**config.mk**
```make
export PLATFORM = sky130hd
export DESIGN_NAME = exc_flag_capture
export DESIGN_NICKNAME = d
export VERILOG_FILES = /design/src/rtl/exc_flag_pkg.sv /design/src/rtl/exc_flag_ctrl.sv /design/src/rtl/exc_flag_dp.sv /design/src/rtl/exc_flag_capture.sv
export SDC_FILE = /design/constraint.sdc
export NUM_CORES = 1
export LEC_CHECK = 0
export BUFFER_PORTS_ARGS = -buffer_cell sky130_fd_sc_hd__buf_2
export CAP_MARGIN = 20
export CORE_MARGIN = 2
export CORE_UTILIZATION = 40
export DETAILED_ROUTE_END_ITERATION = 8
export GPL_TIMING_DRIVEN = 0
export HOLD_SLACK_MARGIN = 0.12
export PLACE_DENSITY = 0.85
export SLEW_MARGIN = 10
export SYNTH_ARGS = -nofsm -noshare
export SYNTH_HDL_FRONTEND = slang
export SYNTH_SLANG_ARGS = --single-unit
```
**constraint.sdc**
```tcl
create_clock -name clk -period 3.32 [get_ports clk]
set_input_delay 0.664 -clock clk [delete_from_list [all_inputs] [get_ports clk]]
set_output_delay 0.664 -clock clk [all_outputs]
set_load 0.05 [all_outputs]
```
**src/rtl/exc_flag_pkg.sv**
```systemverilog
package exc_flag_pkg;
  localparam int CAUSE_W = 4;

  typedef enum logic [CAUSE_W-1:0] {
    CAUSE_OTHER     = 4'd0,
    CAUSE_PRIV_INSN = 4'd1,
    CAUSE_PRIV_DATA = 4'd2,
    CAUSE_MIS_DATA  = 4'd3,
    CAUSE_MIS_DEST  = 4'd4,
    CAUSE_FMISS_D   = 4'd5,
    CAUSE_DMISS_D   = 4'd6,
    CAUSE_PERM_RW   = 4'd7,
    CAUSE_PERM_X    = 4'd8,
    CAUSE_FMISS_I   = 4'd9,
    CAUSE_DMISS_I   = 4'd10
  } cause_e;

  typedef struct packed {
    logic loadFlags;
    logic loadData;
    logic setBad;
    logic setPerm;
    logic setData;
    logic loadAddr;
    logic pickData;
    logic swLoad;
  } ctrl_t;
endpackage

```
**src/rtl/exc_flag_ctrl.sv**
```systemverilog
module exc_flag_ctrl
  import exc_flag_pkg::*;
(
  input  logic               clk,
  input  logic               rst,
  input  logic               excTaken,
  input  logic [CAUSE_W-1:0] excCause,
  input  logic               excBreak,
  input  logic               swWrEn,
  output ctrl_t              ctrl
);
  logic isBad, isPerm, isData, isInsnSide, isDataSide;

  always_comb begin
    isBad = 1'b0;
    isPerm = 1'b0;
    isData = 1'b0;
    isInsnSide = 1'b0;
    isDataSide = 1'b0;
    case (excCause)
      CAUSE_PRIV_INSN: begin isBad = 1'b1; isInsnSide = 1'b1; end
      CAUSE_PRIV_DATA: begin isBad = 1'b1; isData = 1'b1; isDataSide = 1'b1; end
      CAUSE_MIS_DATA:  begin isBad = 1'b1; isData = 1'b1; isDataSide = 1'b1; end
      CAUSE_MIS_DEST:  begin isBad = 1'b1; isInsnSide = 1'b1; end
      CAUSE_FMISS_D:   begin isData = 1'b1; isDataSide = 1'b1; end
      CAUSE_DMISS_D:   begin isData = 1'b1; isDataSide = 1'b1; end
      CAUSE_PERM_RW:   begin isPerm = 1'b1; isData = 1'b1; isDataSide = 1'b1; end
      CAUSE_PERM_X:    begin isPerm = 1'b1; isInsnSide = 1'b1; end
      CAUSE_FMISS_I:   isInsnSide = 1'b1;
      CAUSE_DMISS_I:   isInsnSide = 1'b1;
      default: ;
    endcase
  end

  always_comb begin
    ctrl.loadFlags = excTaken;
    ctrl.loadData  = excTaken && !excBreak;
    ctrl.setBad    = isBad;
    ctrl.setPerm   = isPerm;
    ctrl.setData   = isData;
    ctrl.loadAddr  = excTaken && (isInsnSide || isDataSide);
    ctrl.pickData  = isDataSide;
    ctrl.swLoad    = swWrEn && !excTaken;
  end


  ctrl_precedence_chk: assert property (@(posedge clk) disable iff (rst)
    ctrl.loadFlags |-> !ctrl.swLoad);


  ctrl_perm_not_bad_chk: assert property (@(posedge clk) disable iff (rst)
    ctrl.setPerm |-> !ctrl.setBad);
endmodule

```
**src/rtl/exc_flag_dp.sv**
```systemverilog
module exc_flag_dp
  import exc_flag_pkg::*;
#(
  parameter int ADDR_W = 32
) (
  input  logic              clk,
  input  logic              rst,
  input  ctrl_t             ctrl,
  input  logic [ADDR_W-1:0] insnAddr,
  input  logic [ADDR_W-1:0] dataAddr,
  input  logic              swBad,
  input  logic              swPerm,
  input  logic              swData,
  input  logic [ADDR_W-1:0] swAddr,
  output logic              badFlag,
  output logic              permFlag,
  output logic              dataFlag,
  output logic [ADDR_W-1:0] faultAddr
);
  logic [ADDR_W-1:0] capAddr;

  assign capAddr = ctrl.pickData ? dataAddr : insnAddr;

  always_ff @(posedge clk) begin
    if (rst) begin
      badFlag   <= 1'b0;
      permFlag  <= 1'b0;
      dataFlag  <= 1'b0;
      faultAddr <= '0;
    end else if (ctrl.loadFlags) begin
      badFlag  <= ctrl.setBad;
      permFlag <= ctrl.setPerm;
      if (ctrl.loadData) dataFlag <= ctrl.setData;
      if (ctrl.loadAddr) faultAddr <= capAddr;
    end else if (ctrl.swLoad) begin
      badFlag   <= swBad;
      permFlag  <= swPerm;
      dataFlag  <= swData;
      faultAddr <= swAddr;
    end
  end


  dp_hold_chk: assert property (@(posedge clk) disable iff (rst)
    !(ctrl.loadFlags || ctrl.swLoad) |=>
      ($stable(badFlag) && $stable(permFlag) && $stable(dataFlag) && $stable(faultAddr)));


  dp_break_keeps_data_chk: assert property (@(posedge clk) disable iff (rst)
    (ctrl.loadFlags && !ctrl.loadData) |=> $stable(dataFlag));


  dp_addr_keep_chk: assert property (@(posedge clk) disable iff (rst)
    (ctrl.loadFlags && !ctrl.loadAddr) |=> $stable(faultAddr));


  dp_reset_chk: assert property (@(posedge clk)
    rst |=> (!badFlag && !permFlag && !dataFlag && faultAddr == '0));
endmodule

```
**src/rtl/exc_flag_capture.sv**
```systemverilog
module exc_flag_capture
  import exc_flag_pkg::*;
#(
  parameter int ADDR_W = 32
) (
  input  logic              clk,
  input  logic              rst,
  input  logic              excTaken,
  input  logic [3:0]        excCause,
  input  logic              excBreak,
  input  logic [ADDR_W-1:0] insnAddr,
  input  logic [ADDR_W-1:0] dataAddr,
  input  logic              swWrEn,
  input  logic              swBad,
  input  logic              swPerm,
  input  logic              swData,
  input  logic [ADDR_W-1:0] swAddr,
  output logic              badFlag,
  output logic              permFlag,
  output logic              dataFlag,
  output logic [ADDR_W-1:0] faultAddr
);
  ctrl_t ctrl;

  exc_flag_ctrl i_ctrl (
    .clk(clk), .rst(rst), .excTaken(excTaken), .excCause(excCause),
    .excBreak(excBreak), .swWrEn(swWrEn), .ctrl(ctrl)
  );

  exc_flag_dp #(.ADDR_W(ADDR_W)) i_dp (
    .clk(clk), .rst(rst), .ctrl(ctrl), .insnAddr(insnAddr), .dataAddr(dataAddr),
    .swBad(swBad), .swPerm(swPerm), .swData(swData), .swAddr(swAddr),
    .badFlag(badFlag), .permFlag(permFlag), .dataFlag(dataFlag), .faultAddr(faultAddr)
  );
endmodule

```
== Word-level counts from Yosys, hierarchy flattened ==
Cells that the tools add are included.

* Equal/unequal tests: 12
* Muxes and demuxes: 15
* Reduce and logical (&&, ||, !) cells: 13

{| class="wikitable"
|+ Operators with widths
! kind !! number
|-
| $mux 32 || 4
|-
| $eq 4x3->1 const B || 4
|-
| $eq 4x4->1 const B || 3
|-
| $mux 1 || 11
|-
| $reduce_or 5->1 || 2
|-
| $eq 4x2->1 const B || 2
|-
| $eq 4x1->1 const B || 1
|-
| $ne 2x1->1 const B || 2
|-
| $reduce_and 2->1 || 2
|-
| $reduce_or 4->1 || 1
|-
| $logic_and 1x1->1 || 3
|-
| $logic_not 1->1 || 2
|-
| $reduce_bool 2->1 || 1
|-
| $reduce_or 2->1 || 1
|-
| $logic_or 1x1->1 || 1
|}

* Bits in registers: 35
* Logic and storage cells: 44

== Depth between registers and ports, before layout ==
Gate-level depths: netlist of run 1.

* Depth in word-level cells: 7
* Depth in mapped cells: 6

== By module ==
From an unflattened synthesis of run 1, not the netlist that was laid out.

* Cell total of the unflattened synthesis: 216
* Area, all modules: 2,178.3 µm²

{| class="wikitable"
|+ Modules (own cells, without submodules)
! module !! times used !! cells each !! area each (µm²)
|-
| exc_flag_dp || 1 || 199 || 2,055.7
|-
| exc_flag_ctrl || 1 || 17 || 122.6
|}

== Worst setup path before layout of run 1 ==
OpenSTA, ideal clock, no wires.

* Path type: input to register
* Start point: input port excTaken
* End point: register i_dp.faultAddr[0]
* Library setup time: 0.137 ns
* Data arrival time: 1.570 ns
* Required time: 3.183 ns
* Path slack: 1.612 ns
* Stages: 5
* Path buffers: 2
* Cell sequence: buf_2 nand2_1 o221ai_4 clkbuf_1 a211oi_1

* Longest elaborated chain between the ends: 4
* Elaborated cells on any way between the ends: 7
* Those cells by class: eq/ne (1); mux (1); reduce/logical (5)

{| class="wikitable"
|+ Ends and longest elaborated chain
! item !! line !! text
|-
| from (decl) || exc_flag_capture.sv:8 || <nowiki>input logic excTaken,</nowiki>
|-
| $logic_not 1->1 || exc_flag_ctrl.sv:43 || <nowiki>ctrl.swLoad = swWrEn && !excTaken;</nowiki>
|-
| $logic_and 1x1->1 || exc_flag_ctrl.sv:43 ||
|-
| $reduce_bool 2->1 (no source line) || -- ||
|-
| $reduce_and 2->1 (no source line) || -- ||
|-
| to (signal assigned) || exc_flag_dp.sv:34 || <nowiki>if (ctrl.loadAddr) faultAddr <= capAddr;</nowiki>
|-
| to (signal assigned) || exc_flag_dp.sv:39 || <nowiki>faultAddr <= swAddr;</nowiki>
|-
| to (decl) || exc_flag_dp.sv:18 || <nowiki>output logic [ADDR_W-1:0] faultAddr</nowiki>
|}

Parallel ways exist; a longest one is shown, timed or not.
A chain may end at the register's enable or synchronous reset.

== Final worst setup path of run 1 ==
* Start point: input port excTaken
* End point: register i_dp.faultAddr[27]

The elaborated chain is that of the path after synthesis.

==> key figures, run 1 <==
Status
  • Status: finished, final reports clean

CTS
  • Reg clk slew, reported paths: 0.07 ns
  • Root Driver: clkbuf_8
  • Total CTS buffers: 5
  • Post-CTS Resized: 0
  • Hold buffer count at CTS: 0
  • Clock latency on the worst-skew pair: 0.28 ns
  • H-tree lvl count: 2
  • CTS sink cnt: 35
  • TritonCTS clock tree: built
  • Postcts setup bufs: 0
  • CTS Buffer Depth: 2

Synth
  • Sequential share of the synthesized area: 42.8%
  • Synth top cells by count: dfxtp_1 (35), a222oi_1 (31), a21oi_1 (25)
  • Net Count, Synth: 287
  • Top-count cell post-synth: dfxtp_1
  • EDFF count, synth: 0
  • Distinct cells, synth: 24
  • Main area contributors after synthesis: dfxtp_1 (43%), a222oi_1 (19%), a21oi_1 (7.6%)
  • Flops & latches, synth: 35
  • Predominant post-synthesis flop cell: dfxtp_1
  • Yosys warning count: 0
  • Top cell type by total area after synthesis: dfxtp_1
  • Mapped Cells: 179
  • Yosys top cell area share: 42.8%
  • Ys async rst share: 0%
  • Avg Cell Area, Syn: 9.15 um2
  • Mapped Area: 1640 um2

Timing
  • Setup TNS: 0 ns
  • Final hold viol count: 0
  • Max Fclk: 563 MHz
  • Setup WS post-layout: 1.55 ns
  • Slew @ Worst Pin: 0.503 ns
  • RSZ-0062 raised after global routing: no
  • Final Max Tran Viols: 0
  • Tmin final: 1.77 ns
  • Tcrit/Tclk final: 53.5%
  • Slew headroom: 66.5%
  • Hold WS: 0.496 ns
  • Final setup fails: 0
  • Skew final: 0 ns

Critical path
  • Crit Path Class: input port to register
  • Startpoint types: input port
  • Worst flop-to-flop path endpoint: i_dp.permFlag
  • Max stage delay on crit path: 0.41 ns
  • R2R depth: 3
  • R2R Setup Slk: 2.46 ns
  • Max stage delay cell, worst path: clkbuf_1
  • CP Capture Type: register
  • WP buf/inv: 3
  • Worst reg2reg startpoint: i_dp.permFlag
  • Data required time at the worst endpoint: 3.46 ns
  • Crit path max fanout: 10
  • Top delay family on crit path: buffers and inverters
  • WP data arrival: 1.92 ns
  • Most used cell, CP: buf_2
  • CP Cell Sequence: buf_2 -> buf_2 -> nand2_1 -> o221ai_4 -> clkbuf_1 -> a21oi_1

Routing
  • Vias per std cell: 5.58
  • WL/cell: 14.5 um
  • Total number of vias: 2116
  • DR iter-0 viols: 241
  • DRT Pass-1 Iters: 8
  • Residual DRC: 0
  • Final wirelength: 5.49 mm
  • Post-DRT Antenna Nets: 0

Worst hold path
  • Hold path endpoint: i_dp.faultAddr[4]
  • Hold path depth: 2
  • Hold WC Path Type: register to register
  • Worst hold start: i_dp.faultAddr[4]

Power and ir drop
  • Overall power: 1.27 mW
  • P_int: 0.839 mW
  • Power per cell area: 504 nW/um2
  • Combinational group share of total power: 31.8%
  • Psw: 0.436 mW
  • Sequential Power Share: 37.8%
  • Peak supply drop: 0.000286 V
  • Switching Share: 34.2%
  • Clock share of power: 30.4%
  • P_leak: 1.24 nW

Final layout
  • Finished Core Util: 63.7%
  • Final-stage net count: 436
  • Layout area overhead: 54.4%
  • Share of cells above drive strength 1: 49.5%
  • Final std cells w/o fill: 379
  • Final Cell Area: 2530 um2
  • Antenna diodes: 0

Floorplan
  • Core Area: 3970 um2
  • Die X: 68.0 um
  • Rows: 23
  • Starting Density: 41.2%
  • Die ar.: 4620 um2
  • Io pins: 143
  • Die H: 68.0 um

Placement
  • Hpwl dp: 4.19 mm
  • Final RePlAce weighted congestion: 0.741
  • Area after DPL: 2410 um2
  • Placement Setup Slack: 1.25 ns
  • Placed insts: 371
  • Port bufs: 142

GRT
  • Largest net degree at the start of global routing: 12
  • Initial antenna violation count: 0
  • Gr usage total: 23.5%
  • First-pass GRT wire length: 8.20 mm
  • Global route total overflow: 0
  • Vias in the first global route: 1847

Flow run
  • Max Cap Viol: 0
-- layer usage --
metal / GRT usage [%] / up-vias / share of wire (%)
li1: - / 1034 / -
met4: 8.25 / 0 / 0.78
met1: 28.3 / 979 / 41
met5: 0 / - / 0
met2: 41.0 / 99 / 51
met3: 5.10 / 4 / 8.0
-- cell type report --
type	instances	area, um2
clock buffer	6	82.6
inverter	3	11.3
fill	368	1440
sequential	35	701
clock inverter	2	35.0
timing repair buffer	142	711
multi-input combinational	122	837
buffer	19	88.8
tap	50	62.6
-- placed cells by master, fill, tap and decap left out, types with 2 or more instances in the layout --
cell type	n
buf_2	150
dfxtp_1	35
a222oi_1	31
a21oi_1	25
o21ai_1	21
nor2_1	16
a211oi_1	12
clkbuf_1	8
clkbuf_8	6
inv_1	3
nand2b_1	2
nand2_1	2
o21a_1	2
buf_4	2
nor2b_1	2
-- logic make-up after synthesis --
logic type | Yosys count | share of synthesized area (%)
buffers and inverters | 22 | 6.11
AO/OA/AOI/OAI | 97 | 44.1
flip-flops | 35 | 42.8
AND/OR/NAND/NOR | 25 | 7.03
-- worst max-delay path by stage --
| stage | to | depth (start not counted) | start |
|---|---|---|---|
| floorplan | i_dp.faultAddr[0] | 5 | excTaken |
| global placement | i_dp.faultAddr[13] | 5 | excCause[3] |
| detailed placement | i_dp.faultAddr[12] | 6 | excTaken |
| CTS | i_dp.faultAddr[0] | 6 | excTaken |
| global route | i_dp.faultAddr[7] | 6 | excCause[3] |
| finish | i_dp.faultAddr[27] | 6 | excTaken |
-- power groups by stage --
stage | logic [mW] | clock network, mW | registers [mW]
floorplan | 0.123 | 0 | 0.634
global placement | 0.401 | 0 | 0.488
detailed placement | 0.407 | 0 | 0.490
CTS | 0.407 | 0.397 | 0.481
global route | 0.438 | 0.419 | 0.485
finish | 0.405 | 0.388 | 0.481
-- flip-flops by register name, indices dropped and copies added, names as in the netlist --
| register | count |
|---|---|
| i_dp.badFlag | 1 |
| i_dp.faultAddr | 32 |
| i_dp.dataFlag | 1 |
| i_dp.permFlag | 1 |
-- worst register-to-register path: cells and delay by family (launching register included) --
kind	cells	cell delay, ns
DFF	1	0.31
and+or+nand+nor	1	0.12
AOI/OAI and AO/OA	2	0.30
No activity file was read; power rests on OpenSTA's default activity.
==> run 2: changes to the inputs <==
ABC_AREA = 1   (was not set)
CORE_UTILIZATION = 39   (was 40)
PLACE_DENSITY = 0.78   (was 0.85)
clock period = 1.55 ns   (was 3.32 ns; I/O delays follow)
==> run 2 against run 1 <==
  * Synthesized area increased by 39%
  * Power grew 120%
  * Global-route usage decreased by 1.1 points
  * Worst setup slack worse by 1.3 ns
  * Sequential cell count is the same
  * Final area increased by 25%
  * Cell count rose by 62%
  * Hold slack lost 0.31 ns
  * Clock power up 65%
  * Via count is 41% higher
  * Clock-buffer cell count grew 1
  * Sequential power grew 120%
==> key figures, run 2 <==
Synth
  • Ys async rst share: 0% (unchanged)
  • Mapped Area: 2280 um2 (was 1640 um2)
  • Top-count cell post-synth: nand2_1 (was dfxtp_1)
  • Yosys warning count: 0 (unchanged)
  • Mapped Cells: 392 (was 179)
  • EDFF count, synth: 0 (unchanged)
  • Predominant post-synthesis flop cell: dfxtp_1 (unchanged)
  • Flops & latches, synth: 35 (unchanged)
  • Yosys top cell area share: 30.8% (was 42.8%)
  • Avg Cell Area, Syn: 5.81 um2 (was 9.15 um2)
  • Main area contributors after synthesis: dfxtp_1 (31%), nand2_1 (17%), nand3_1 (14%) (was dfxtp_1 (43%), a222oi_1 (19%), a21oi_1 (7.6%))
  • Sequential share of the synthesized area: 30.8% (was 42.8%)
  • Top cell type by total area after synthesis: dfxtp_1 (unchanged)
  • Distinct cells, synth: 20 (was 24)
  • Synth top cells by count: nand2_1 (104), nor2_1 (73), nand3_1 (65) (was dfxtp_1 (35), a222oi_1 (31), a21oi_1 (25))
  • Net Count, Synth: 500 (was 287)

Timing
  • Final setup fails: 0 (unchanged)
  • Tcrit/Tclk final: 86.5%
  • Tmin final: 1.34 ns
  • Slew @ Worst Pin: 0.559 ns (was 0.503 ns)
  • Hold WS: 0.187 ns (was 0.496 ns)
  • Setup WS post-layout: 0.210 ns (was 1.55 ns)
  • RSZ-0062 raised after global routing: no (unchanged)
  • Max Fclk: 746 MHz
  • Slew headroom: 62.7% (was 66.5%)
  • Final Max Tran Viols: 0 (unchanged)
  • Final hold viol count: 0 (unchanged)
  • Skew final: 0 ns (unchanged)

CTS
  • Reg clk slew, reported paths: 0.08 ns (was 0.07 ns)
  • Root Driver: clkbuf_8 (unchanged)
  • Clock latency on the worst-skew pair: 0.28 ns (about the same)
  • TritonCTS clock tree: built (unchanged)
  • Hold buffer count at CTS: 0 (unchanged)
  • CTS Buffer Depth: 2 (unchanged)
  • Total CTS buffers: 5 (unchanged)
  • CTS sink cnt: 35 (unchanged)
  • H-tree lvl count: 2 (unchanged)

Routing
  • Final wirelength: 7.46 mm (was 5.49 mm)
  • DRT Pass-1 Iters: 7 (was 8)
  • WL/cell: 12.2 um (was 14.5 um)
  • Total number of vias: 2973 (was 2116)
  • Residual DRC: 0 (unchanged)
  • Vias per std cell: 4.85 (was 5.58)
  • Post-DRT Antenna Nets: 0 (unchanged)
  • DR iter-0 viols: 102 (was 241)

Critical path
  • Data required time at the worst endpoint: 1.73 ns (was 3.46 ns)
  • Crit path max fanout: 10 (unchanged)
  • Worst reg2reg startpoint: i_dp.dataFlag (was i_dp.permFlag)
  • CP Capture Type: register (unchanged)
  • Worst flop-to-flop path endpoint: i_dp.dataFlag (was i_dp.permFlag)
  • Startpoint types: input port (unchanged)
  • WP data arrival: 1.52 ns (was 1.92 ns)
  • R2R depth: 2 (was 3)
  • R2R Setup Slk: 0.91 ns (was 2.46 ns)
  • Crit Path Class: input port to register (unchanged)

Final layout
  • Commonest non-fill, non-tap cell in the layout: buf_2 (unchanged)
  • Commonest cells after routing, fill and taps aside: buf_2 (147), nand2_1 (104), nor2_1 (73), nand3_1 (65) (was buf_2 (150), dfxtp_1 (35), a222oi_1 (31), a21oi_1 (25), o21ai_1 (21))
  • Finished Core Util: 56.6% (was 63.7%)
  • Share of cells above drive strength 1: 30.9% (was 49.5%)
  • Largest register by flop count: i_dp.faultAddr (unchanged)
  • Antenna diodes: 0 (unchanged)
  • Layout area overhead: 38.6% (was 54.4%)
  • Fill cells: 582 (was 368)
  • Final-stage net count: 648 (was 436)
  • Max reg flops: 32 (unchanged)

Worst hold path
  • Hold path depth: 2 (unchanged)
  • Worst hold start: rst (was i_dp.faultAddr[4])
  • Hold WC Path Type: input port to register (was register to register)
  • Hold path endpoint: i_dp.permFlag (was i_dp.faultAddr[4])

Power and ir drop
  • Combinational group share of total power: 39.6% (was 31.8%)
  • P_leak: 1.76 nW (was 1.24 nW)
  • Peak supply drop: 0.000403 V (was 0.000286 V)
  • Sequential Power Share: 37.3% (was 37.8%)
  • P_int: 1.66 mW (was 0.839 mW)
  • Switching Share: 40.2% (was 34.2%)
  • Clock share of power: 23.1% (was 30.4%)
  • Power per cell area: 880 nW/um2 (was 504 nW/um2)
  • Psw: 1.12 mW (was 0.436 mW)
  • Overall power: 2.78 mW (was 1.27 mW)

Floorplan
  • Die H: 80.4 um (was 68.0 um)
  • Die ar.: 6470 um2 (was 4620 um2)
  • Starting Density: 40.9% (was 41.2%)
  • Core Area: 5570 um2 (was 3970 um2)
  • Die X: 80.4 um (was 68.0 um)
  • Rows: 27 (was 23)
  • Io pins: 143 (unchanged)

GRT
  • Largest net degree at the start of global routing: 11 (was 12)
  • Gr usage total: 22.4% (was 23.5%)
  • Vias in the first global route: 2689 (was 1847)
  • Initial antenna violation count: 0 (unchanged)
  • Global route total overflow: 0 (unchanged)
  • First-pass GRT wire length: 11.5 mm (was 8.20 mm)

Placement
  • Placement Setup Slack: -0.0967 ns (was 1.25 ns)
  • Hpwl dp: 5.68 mm (was 4.19 mm)
  • Port bufs: 141 (was 142)
  • Final RePlAce weighted congestion: 0.796 (was 0.741)

Flow run
  • Max Cap Viol: 0 (unchanged)

Status
  • Status: finished, final reports clean (unchanged)
## run 2: final cells by class
class / count / area [um2] / area share, %
Timing Repair Buffer: 141 / 706 / 22.4
Multi-Input combinational cell: 290 / 1280 / 40.7
Buffer: 29 / 151 / 4.80
Clock inverter: 1 / 5.00 / 0.159
Clock buffer: 7 / 76.3 / 2.42
Tap cell: 72 / 90.1 / 2.85
Inverter: 38 / 143 / 4.52
Sequential cell: 35 / 701 / 22.2
## run 2: cell families after synthesis
logic type	after synthesis	share of synthesized area, %
buffers and inverters	67	12.9
DFF	35	30.8
AOI/OAI and AO/OA	10	2.36
and+or+nand+nor	280	54.0
## run 2: power groups by stage
| stage | Sequential (mW) | Combinational [mW] | Clock [mW] |
|---|---|---|---|
| 2_1_floorplan | 1.39 | 0.437 | 0 |
| 3_3_place_gp | 1.05 | 1.09 | 0 |
| 4_1_cts | 1.04 | 1.11 | 0.655 |
| 6_report | 1.04 | 1.10 | 0.641 |
| 3_5_place_dp | 1.06 | 1.10 | 0 |
| 5_1_grt | 1.05 | 1.21 | 0.695 |
## run 2: how the worst max path moves through the flow
| stage | start | end | slack (ns) | cells past startpoint |
|---|---|---|---|---|
| after detailed placement | excCause[3] | i_dp.faultAddr[26] | -0.1 | 10 |
| after global routing | excCause[2] | i_dp.faultAddr[23] | 0.03 | 11 |
| after floorplan | excCause[2] | i_dp.faultAddr[0] | 0.24 | 10 |
| after global placement | excCause[3] | i_dp.faultAddr[9] | -0.06 | 10 |
| after CTS | excCause[0] | i_dp.faultAddr[14] | 0.19 | 11 |
| final | excCause[2] | i_dp.faultAddr[26] | 0.21 | 11 |
## run 2: timing repair
| item | 4_1_cts | 5_1_grt |
|---|---|---|
| resized for setup | 0 | 2 |
| endpoints found under the setup margin | 0 | 1 |
| setup buffers | 0 | 0 |
## run 2: metrics by stage
step	setup TNS, ns	area, um2	instances
5_1_grt	0	3160	613
3_5_place_dp	-2.37	3070	605
4_1_cts	0	3160	613
6_report	0	3160	613
2_1_floorplan	0	2280	392
3_3_place_gp	-1.62	3070	605
## run 2: routing by layer
layer	vias to the layer above	share of wire (%)	GRT usage (%)	routed length, um
met1	1317	44	26.0	3300
li1	1552	-	-	-
met2	98	48	41.4	3580
met5	-	0	0	0
met4	0	0.98	5.76	73
met3	6	6.7	4.83	503
## run 2: worst max-delay path, cell delays in order
cell	delay (ns)
buf_2	0.10
inv_1	0.06
nor2_1	0.15
nand2_2	0.13
nand2_2	0.15
nor2_1	0.07
nand2_2	0.08
nand2_4	0.10
buf_4	0.20
nor2_1	0.13
nor2_1	0.05
==> run 3: changes to the inputs <==
RECOVER_POWER = 25   (was not set)
==> run 3 against run 2 <==
  * Non-clock buffer count unchanged
  * Global-route usage did not move
  * Worst setup slack worse by 0.075 ns
  * Register-to-register slack hardly changed
  * Power fell by 0.36%
  * Utilization down 0.36 points
  * Sequential cell count is the same
  * Cell count is the same
  * First-iteration DRC count fell by 13%
  * Largest cell class unchanged
  * Clock skew unchanged
  * Critical path depth is 10 lower
==> key figures, run 3 (same netlist as run 2, synthesis figures left out) <==
Placement
  • Final RePlAce weighted congestion: 0.796 (unchanged)
  • Port bufs: 141 (unchanged)
  • Hpwl dp: 5.68 mm (unchanged)
  • Placed insts: 605 (unchanged)

Final layout
  • Final-stage net count: 648 (unchanged)
  • Share of cells above drive strength 1: 27.9% (was 30.9%)
  • Finished Core Util: 56.3% (was 56.6%)
  • Multi-input logic area: 1280 um2 (unchanged)
  • Fill cells: 594 (was 582)
  • Max reg flops: 32 (unchanged)
  • Layout area overhead: 37.7% (was 38.6%)
  • Commonest non-fill, non-tap cell in the layout: buf_2 (unchanged)
  • Largest register by flop count: i_dp.faultAddr (unchanged)
  • Commonest cells after routing, fill and taps aside: buf_2 (130), nand2_1 (104), nor2_1 (73), nand3_1 (65) (was buf_2 (147), nand2_1 (104), nor2_1 (73), nand3_1 (65))
  • Seq. cell area: 701 um2 (unchanged)
  • Final std cells w/o fill: 613 (unchanged)
  • Antenna diodes: 0 (unchanged)

Critical path
  • Startpoint types: register (was input port)
  • CP Capture Type: output pin (was register)
  • Crit Path Class: register to output pin (was input port to register)
  • Top delay family on crit path: buffers and inverters (was simple AND/OR/NAND/NOR gates)
  • Worst reg2reg startpoint: i_dp.dataFlag (unchanged)
  • CP startpoint: i_dp.faultAddr[19] (was excCause[2])
  • Critical path depth in cells: 1 (was 11)
  • CP Cell Sequence: clkbuf_1 (was buf_2 -> inv_1 -> nor2_1 -> nand2_2 -> nand2_2 -> nor2_1 -> nand2_2 -> nand2_4 -> buf_4 -> nor2_1 -> nor2_1)
  • Max stage delay cell, worst path: clkbuf_1 (was buf_4)
  • WP buf/inv: 1 (was 3)
  • Data required time at the worst endpoint: 1.24 ns (was 1.73 ns)
  • Max stage delay on crit path: 0.49 ns (was 0.20 ns)
  • R2R depth: 2 (unchanged)
  • WP data arrival: 1.11 ns (was 1.52 ns)
  • Crit path max fanout: 2 (was 10)

Power and ir drop
  • Sequential Power Share: 37.5% (was 37.3%)
  • Combinational group share of total power: 39.3% (was 39.6%)
  • P_leak: 1.70 nW (was 1.76 nW)
  • Power per cell area: 882 nW/um2 (was 880 nW/um2)
  • Psw: 1.12 mW (about the same)
  • Switching Share: 40.4% (was 40.2%)
  • Peak supply drop: 0.000402 V (was 0.000403 V)
  • P_int: 1.65 mW (was 1.66 mW)
  • Clock share of power: 23.2% (was 23.1%)

Worst hold path
  • Worst hold start: rst (unchanged)
  • Hold path depth: 2 (unchanged)
  • Hold WC Path Type: input port to register (unchanged)

Timing
  • Slew headroom: 59.0% (was 62.7%)
  • Final Max Tran Viols: 0 (unchanged)
  • RSZ-0062 raised after global routing: no (unchanged)
  • Setup TNS: 0 ns (unchanged)
  • Max Fclk: 707 MHz (was 746 MHz)
  • Final hold viol count: 0 (unchanged)
  • Tcrit/Tclk final: 91.3% (was 86.5%)
  • Skew final: 0 ns (unchanged)
  • Final setup fails: 0 (unchanged)
  • Tmin final: 1.42 ns (was 1.34 ns)
  • Slew @ Worst Pin: 0.617 ns (was 0.559 ns)

Status
  • Status: finished, final reports clean (unchanged)

CTS
  • Total CTS buffers: 5 (unchanged)
  • Reg clk slew, reported paths: 0.08 ns (about the same)
  • CTS Buffer Depth: 2 (unchanged)
  • Postcts setup bufs: 0 (unchanged)
  • Root Driver: clkbuf_8 (unchanged)
  • TritonCTS clock tree: built (unchanged)
  • Clock latency on the worst-skew pair: 0.28 ns (about the same)
  • CTS sink cnt: 35 (unchanged)
  • H-tree lvl count: 2 (unchanged)

Routing
  • DR iter-0 viols: 89 (was 102)
  • Vias per std cell: 4.86 (was 4.85)
  • Post-DRT Antenna Nets: 0 (unchanged)
  • Residual DRC: 0 (unchanged)
  • Total number of vias: 2977 (was 2973)
  • Final wirelength: 7.45 mm (was 7.46 mm)
  • DRT Pass-1 Iters: 5 (was 7)
  • WL/cell: 12.2 um (about the same)

GRT
  • Initial antenna violation count: 0 (unchanged)
  • Gr usage total: 22.4% (unchanged)
  • Global route total overflow: 0 (unchanged)
  • Largest net degree at the start of global routing: 11 (unchanged)
  • Vias in the first global route: 2689 (unchanged)
  • First-pass GRT wire length: 11.5 mm (unchanged)

Floorplan
  • Die H: 80.4 um (unchanged)
  • Core Area: 5570 um2 (unchanged)
  • Die ar.: 6470 um2 (unchanged)
  • Rows: 27 (unchanged)
  • Starting Density: 40.9% (unchanged)
  • Die X: 80.4 um (unchanged)
  • Io pins: 143 (unchanged)

Flow run
  • Max Cap Viol: 0 (unchanged)
-- run 3: cell types whose count changed in the layout (fill, tap and decap cells not counted) --
cell	delta
buf_2	-17
clkbuf_1	+16
clkbuf_2	+1
-- run 3: final timing paths --
| check | to | slack, ns |
|---|---|---|
| worst max-delay path | faultAddr[19] | 0.13 |
| worst min-delay path | i_dp.permFlag | 0.19 |
| worst max register to register | i_dp.dataFlag | 0.91 |
| worst min register to register | i_dp.permFlag | 0.48 |
-- run 3: per-stage QoR --
| stage | setup slack [ns] | instance area, um2 | hold WS [ns] | total power [mW] |
|---|---|---|---|---|
| CTS | 0.191 | 3160 | 0.186 | 2.80 |
| finish | 0.135 | 3140 | 0.188 | 2.77 |
| detailed placement | -0.0967 | 3070 | 0.472 | 2.16 |
| global route | 0.0274 | 3140 | 0.186 | 2.94 |
| floorplan | 0.239 | 2280 | 0.379 | 1.82 |
| global placement | -0.0570 | 3070 | 0.468 | 2.15 |
-- run 3: area by class of cell --
class                   count  area share [%]
flip-flops and latches     35            22.3
well taps                  72            2.87
repair buffers            141            21.9
clock inverters             1           0.160
multi-input cells         290            41.0
inverters                  38            4.55
plain buffers              29            4.83
clock buffers               7            2.43
-- run 3: power by group through the flow --
stage          combinational (mW)  clock (mW)  sequential [mW]
2_1_floorplan               0.437           0             1.39
6_report                     1.09       0.641             1.04
3_5_place_dp                 1.10           0             1.06
4_1_cts                      1.11       0.655             1.04
3_3_place_gp                 1.09           0             1.05
5_1_grt                      1.20       0.695             1.05
-- run 3: what timing repair did --
item	CTS	global route
hold buffers	0	0
setup endpoints to repair	0	1
resized for setup	0	2
-- run 3: metal layers --
layer | GRT usage (%) | up-vias | wire length [um]
met2 | 41.4 | 109 | 3560
li1 | - | 1553 | -
met3 | 4.83 | 8 | 505
met4 | 5.76 | 0 | 75
met5 | 0 | - | 0
met1 | 26.0 | 1307 | 3310
